## src/rtl/flwg_pkg.sv

```systemverilog
package flwg_pkg;

    // filtered view of the three active-low strobes
    typedef struct packed {
        logic rd_n;
        logic wr_n;
        logic cs_n;
    } strobe_t;

    localparam int NUM_STB = 3;

    typedef enum logic [0:0] {
        Q_IDLE  = 1'b0,
        Q_CYCLE = 1'b1
    } qual_state_e;

    // true when the strobes describe an active write
    function automatic logic wr_active(strobe_t s);
        return !s.cs_n && !s.wr_n && s.rd_n;
    endfunction

    // counter width for a filter of the given sample length
    function automatic int cnt_width(int len);
        return (len > 1) ? $clog2(len) : 1;
    endfunction

endpackage

```

## src/rtl/flwg_deglitch.sv

```systemverilog
module flwg_deglitch #(
    parameter int GLITCH_CYC = 3
) (
    input  logic clk,
    input  logic rst,
    input  logic raw,
    output logic filt
);
    import flwg_pkg::*;

    localparam int CW = cnt_width(GLITCH_CYC);
    localparam logic [CW-1:0] LAST = CW'(GLITCH_CYC - 1);

    logic [CW-1:0] run_q;
    logic          lvl_q;

    always_ff @(posedge clk) begin
        if (rst) begin
            lvl_q <= 1'b0;          // assume asserted until proven otherwise
            run_q <= '0;
        end else if (raw == lvl_q) begin
            run_q <= '0;
        end else if (run_q == LAST) begin
            lvl_q <= raw;
            run_q <= '0;
        end else begin
            run_q <= run_q + 1'b1;
        end
    end

    assign filt = lvl_q;
endmodule

```

## src/rtl/flwg_qualify.sv

```systemverilog
module flwg_qualify #(
    parameter int ADDR_W = 18,
    parameter int DATA_W = 16
) (
    input  logic                  clk,
    input  logic                  rst,
    input  logic                  lockout,
    input  flwg_pkg::strobe_t     stb,
    input  logic [ADDR_W-1:0]     addr,
    input  logic [DATA_W-1:0]     wdata,
    output logic                  cmd_strobe,
    output logic [ADDR_W-1:0]     cmd_addr,
    output logic [DATA_W-1:0]     cmd_data
);
    import flwg_pkg::*;

    qual_state_e       st_q;
    logic              armed_q;
    logic              pulse_q;
    logic [ADDR_W-1:0] addr_q;
    logic [DATA_W-1:0] data_q;
    logic              active;

    assign active = wr_active(stb);

    always_ff @(posedge clk) begin
        if (rst) begin
            st_q    <= Q_IDLE;
            armed_q <= 1'b0;
            pulse_q <= 1'b0;
            addr_q  <= '0;
            data_q  <= '0;
        end else begin
            pulse_q <= 1'b0;
            if (lockout) begin
                st_q    <= Q_IDLE;
                armed_q <= 1'b0;
            end else begin
                if (!armed_q && stb.wr_n) begin
                    armed_q <= 1'b1;
                end
                unique case (st_q)
                    Q_IDLE: begin
                        if (armed_q && active) begin
                            st_q   <= Q_CYCLE;
                            addr_q <= addr;
                        end
                    end
                    Q_CYCLE: begin
                        if (!stb.rd_n) begin
                            st_q <= Q_IDLE;        // inhibit mid-cycle: drop
                        end else if (!active) begin
                            st_q    <= Q_IDLE;
                            pulse_q <= 1'b1;
                            data_q  <= wdata;
                        end
                    end
                    default: st_q <= Q_IDLE;
                endcase
            end
        end
    end

    assign cmd_strobe = pulse_q;
    assign cmd_addr   = addr_q;
    assign cmd_data   = data_q;
endmodule

```

## src/rtl/flwg_guard.sv

```systemverilog
module flwg_guard #(
    parameter int NSECT = 11
) (
    input  logic             clk,
    input  logic             rst,
    input  logic             low_supply,
    input  logic             hv_reset,
    input  logic [NSECT-1:0] sect_prot,
    output logic             hold_cmd,
    output logic             unprot_active,
    output logic [NSECT-1:0] eff_prot
);
    logic hold_q;
    logic unprot_q;

    always_ff @(posedge clk) begin
        if (rst) begin
            hold_q   <= 1'b1;
            unprot_q <= 1'b0;
        end else begin
            hold_q   <= low_supply;
            unprot_q <= hv_reset && !low_supply;
        end
    end

    assign hold_cmd      = hold_q;
    assign unprot_active = unprot_q;
    assign eff_prot      = unprot_q ? '0 : sect_prot;
endmodule

```

## src/rtl/flash_wr_guard.sv

```systemverilog
module flash_wr_guard #(
    parameter int GLITCH_CYC = 3,
    parameter int ADDR_W     = 18,
    parameter int DATA_W     = 16,
    parameter int NSECT      = 11
) (
    input  logic              clk,
    input  logic              rst,
    input  logic              cs_n,
    input  logic              wr_n,
    input  logic              rd_n,
    input  logic [ADDR_W-1:0] addr,
    input  logic [DATA_W-1:0] wdata,
    input  logic              low_supply,
    input  logic              hv_reset,
    input  logic [NSECT-1:0]  sect_prot,
    output logic              cmd_strobe,
    output logic [ADDR_W-1:0] cmd_addr,
    output logic [DATA_W-1:0] cmd_data,
    output logic              hold_cmd,
    output logic              unprot_active,
    output logic [NSECT-1:0]  eff_prot
);
    import flwg_pkg::*;

    strobe_t raw_s;
    strobe_t filt_s;
    logic [NUM_STB-1:0] raw_v;
    logic [NUM_STB-1:0] filt_v;

    assign raw_s = '{rd_n: rd_n, wr_n: wr_n, cs_n: cs_n};
    assign raw_v = raw_s;

    for (genvar i = 0; i < NUM_STB; i++) begin : g_flt
        flwg_deglitch #(.GLITCH_CYC(GLITCH_CYC)) u_flt (
            .clk  (clk),
            .rst  (rst),
            .raw  (raw_v[i]),
            .filt (filt_v[i])
        );
    end

    assign filt_s = filt_v;

    flwg_qualify #(.ADDR_W(ADDR_W), .DATA_W(DATA_W)) u_qual (
        .clk        (clk),
        .rst        (rst),
        .lockout    (low_supply),
        .stb        (filt_s),
        .addr       (addr),
        .wdata      (wdata),
        .cmd_strobe (cmd_strobe),
        .cmd_addr   (cmd_addr),
        .cmd_data   (cmd_data)
    );

    flwg_guard #(.NSECT(NSECT)) u_guard (
        .clk           (clk),
        .rst           (rst),
        .low_supply    (low_supply),
        .hv_reset      (hv_reset),
        .sect_prot     (sect_prot),
        .hold_cmd      (hold_cmd),
        .unprot_active (unprot_active),
        .eff_prot      (eff_prot)
    );
endmodule

```

## config.mk

```make
export PLATFORM = sky130hd
export DESIGN_NAME = flash_wr_guard
export DESIGN_NICKNAME = d
export VERILOG_FILES = /design/src/rtl/flwg_pkg.sv /design/src/rtl/flwg_deglitch.sv /design/src/rtl/flwg_qualify.sv /design/src/rtl/flwg_guard.sv /design/src/rtl/flash_wr_guard.sv
export SDC_FILE = /design/constraint.sdc
export NUM_CORES = 1
export LEC_CHECK = 0
export BUFFER_PORTS_ARGS = -buffer_cell sky130_fd_sc_hd__buf_4
export CAP_MARGIN = 20
export CORE_MARGIN = 3
export CORE_UTILIZATION = 25
export DETAILED_ROUTE_END_ITERATION = 8
export GPL_TIMING_DRIVEN = 0
export PLACE_DENSITY = 0.6
export SLEW_MARGIN = 30
export SYNTH_ARGS = -nofsm -noshare
export SYNTH_HDL_FRONTEND = slang
export SYNTH_SLANG_ARGS = --single-unit
```

## constraint.sdc

```tcl
create_clock -name clk -period 3.91 [get_ports clk]
set_clock_uncertainty 0.1 [all_clocks]
set_input_delay 0.9775 -clock clk [delete_from_list [all_inputs] [get_ports clk]]
set_output_delay 0.9775 -clock clk [all_outputs]
set_load 0.005 [all_outputs]
```

==> impl_metrics.csv <==
group,metric,value,unit
status,status,"completed",
critical_path,cp.arrival,1.35,ns
synthesis,synth_xor_xnor_area_share,0.0124,
clock_network,cts-root-buf,"clkbuf_8",
power_and_ir_drop,pwr-share-comb,0.113,
synthesis,synth_top_area_cell,"dfxtp_1",
power_and_ir_drop,netSwitchingFraction,0.210,
synthesis,synthCells,210,
hold_path,whs_endpoint,"g_flt[2].u_flt.run_q[0]",
place,gp_congestion,0.701,
global_routing,antenna_found_initial,0,
final_layout,nets,370,
clock_network,insertion_delay,0.29,ns
synthesis,muxShareOfSynthArea,0.175,
critical_path,crit_fanout,1,
synthesis,syn_avg_cell_area,10.1,um2
synthesis,ys_ff_latch,48,
final_layout,seqCellArea,961,um2
global_routing,grt_max_degree,14,
clock_network,cts_tree,"done",
clock_network,h-tree-depth,2,
timing,setup_violations,0,
hold_path,worstHoldStart,"g_flt[2].u_flt.run_q[0]",
floorplan,ios,100,
critical_path,r2r_cells,5,
synthesis,synth_top_family_by_area,"simple AND/OR/NAND/NOR gates",
timing,rsz0062_at_grt,"false",
synthesis,yosysWarnings,0,
final_layout,multi_input_area,1050,um2
global_routing,grt_use_total,0.103,
power_and_ir_drop,p_clk_frac,0.342,
job,max-cap-violations,0,
power_and_ir_drop,p_leak,1.28,nW
critical_path,crit_path_start_kind,"primary input",
route,wirelength,5010,um
critical_path,crit_required,2.83,ns
clock_network,cts_setup_buffers,0,
floorplan,die_h,97.9,um
synthesis,yosysTopAreaCellShare,0.455,
clock_network,cts_sinks,48,
route,first_pass_iters,4,
final_layout,syn2layout_area_growth,45.5,%
route,drc,0,
power_and_ir_drop,worst_ir_drop_vdd,136,uV
power_and_ir_drop,power_frac_seq,0.546,
synthesis,synth-compound-area-share,0.00237,
synthesis,synth-simple-area-share,0.288,
route,antenna_left,0,
synthesis,synthesis.area,2110,um2
global_routing,overflow,0,
global_routing,grt_pass1_vias,1689,
critical_path,r2r-end,"u_qual.cmd_addr[6]",
hold_path,hold_class,"flip-flop to flip-flop",
route,num_vias,1688,
timing,fin_tns_setup,0,ns
timing,worst_pin_slew,0.439,ns
synthesis,synth-adder-area-share,0.0178,
timing,fin_crit_sh,0.621,
final_layout,final_util,0.385,
power_and_ir_drop,powerDensity,296,nW/um2
place,port-buffer-count,98,
clock_network,cts_buffer_depth,2,
power_and_ir_drop,switchingPower,0.192,mW
synthesis,synth_area_leaders,"dfxtp_1 (46%), nand2b_1 (20%), mux2i_1 (18%)",
clock_network,clkTransAtPathRegs,0.08,ns
route,wl_per_cell,12.0,um
synthesis,ys_types,18,
critical_path,crit_type,"primary input to output port",
timing,max_freq,412,MHz
route,routed_via_density,4.05,
final_layout,fillCellCount,820,
floorplan,dieArea,9580,um2
power_and_ir_drop,intPower,0.719,mW
global_routing,grt_pass1_wl,8130,um
floorplan,core_area,7970,um2
hold_path,min_path_cells,1,
timing,drv_slew,0,
critical_path,worstReg2RegStart,"g_flt[1].u_flt.filt",
floorplan,initial_utilization,0.265,
final_layout,n_antenna_cell,0,
final_layout,drive_above_1_share,0.352,
place,dp_hpwl,3860,um
clock_network,cts_buffers,5,
timing,min_period,2.43,ns
timing,hold_violations,0,
route,drt_iter0_drc,34,
critical_path,rrSetupSlack,2.34,ns
floorplan,fp.dieW,97.9,um
clock_network,postCtsHoldBufs,0,
synthesis,syn_nets,265,
timing,relSlewSlack,0.707,
synthesis,ys_seq_area_frac,0.455,
critical_path,end_kind,"output port",
clock_network,post_cts_resized,0,
floorplan,fp-row-count,32,
-- through the flow --
stage / hold WS [ns] / power [mW] / cell area (um2) / std cells / setup slack [ns]
6_report: 0.312 / 0.910 / 3070 / 417 / 1.48
5_1_grt: 0.327 / 0.958 / 3070 / 417 / 1.46
4_1_cts: 0.317 / 0.932 / 3070 / 417 / 1.48
3_5_place_dp: 0.301 / 0.613 / 2970 / 410 / 1.48
3_3_place_gp: 0.300 / 0.612 / 2970 / 410 / 1.48
2_1_floorplan: 0.291 / 0.551 / 2110 / 210 / 1.72
-- worst max-delay path by stage --
stage	from	depth (start not counted)	slack, ns	endpoint
3_3_place_gp	sect_prot[9]	3	1.48	eff_prot[9]
5_1_grt	sect_prot[2]	3	1.46	eff_prot[2]
2_1_floorplan	sect_prot[0]	1	1.72	eff_prot[0]
3_5_place_dp	sect_prot[2]	3	1.48	eff_prot[2]
4_1_cts	sect_prot[2]	3	1.48	eff_prot[2]
6_report	sect_prot[2]	3	1.48	eff_prot[2]
-- cells in the mapped netlist, drive strengths merged --
master	n
and3	1
and4bb	1
buf	4
clkbuf	9
dfxtp	48
ha	3
inv	4
mux2i	37
nand2b	68
nor2	12
nor2b	13
nor3	1
o21ai	1
or2	2
or3	3
xnor2	3
-- kinds of logic after synthesis --
logic type,Yosys count
fa+ha+maj,3
flops,48
buf+inv,17
compound gates,1
simple gates,101
mux,37
xor+xnor,3
-- state kept, by name, summed over array words and instances, names as in the netlist --
name                   flops
u_qual.cmd_addr           18
u_qual.cmd_data           16
g_flt.u_flt.run_q          6
g_flt.u_flt.filt           3
u_guard.hold_cmd           1
u_guard.unprot_active      1
u_qual.armed_q             1
u_qual.cmd_strobe          1
u_qual.st_q                1
-- layout by cell type (no fill, tap or decap), types with 4 or more instances in the layout --
master,n
buf_4,98
clkbuf_1,9
clkbuf_8,7
dfxtp_1,48
inv_1,4
mux2i_1,37
nand2b_1,68
nor2_1,12
nor2b_1,13
-- final cells by class --
type	count	area share
multi-input cells	145	0.341
flip-flops and latches	48	0.313
repair buffers	98	0.240
well taps	102	0.0416
clock buffers	7	0.0314
plain buffers	13	0.0285
inverters	4	0.00489
-- worst max-delay path, cell delays in order --
cell and delay, ns:
buf_4 0.11, nor2b_1 0.12, buf_4 0.15
-- power by group through the flow --
stage / clock, mW / combinational, mW / sequential [mW]
6_report: 0.311 / 0.103 / 0.497
5_1_grt: 0.346 / 0.115 / 0.498
4_1_cts: 0.330 / 0.105 / 0.497
3_5_place_dp: 0 / 0.105 / 0.508
3_3_place_gp: 0 / 0.104 / 0.508
2_1_floorplan: 0 / 0.0433 / 0.508
-- metal layers --
| layer | track usage | vias up | wire length [um] |
|---|---|---|---|
| met5 | 0 | - | 0 |
| met4 | 0.0288 | 0 | 46 |
| met3 | 0.0386 | 4 | 356 |
| met2 | 0.172 | 51 | 2400 |
| met1 | 0.124 | 759 | 2210 |
| li1 | - | 874 | - |
Note: power is estimated with default switching activity, not from simulation.
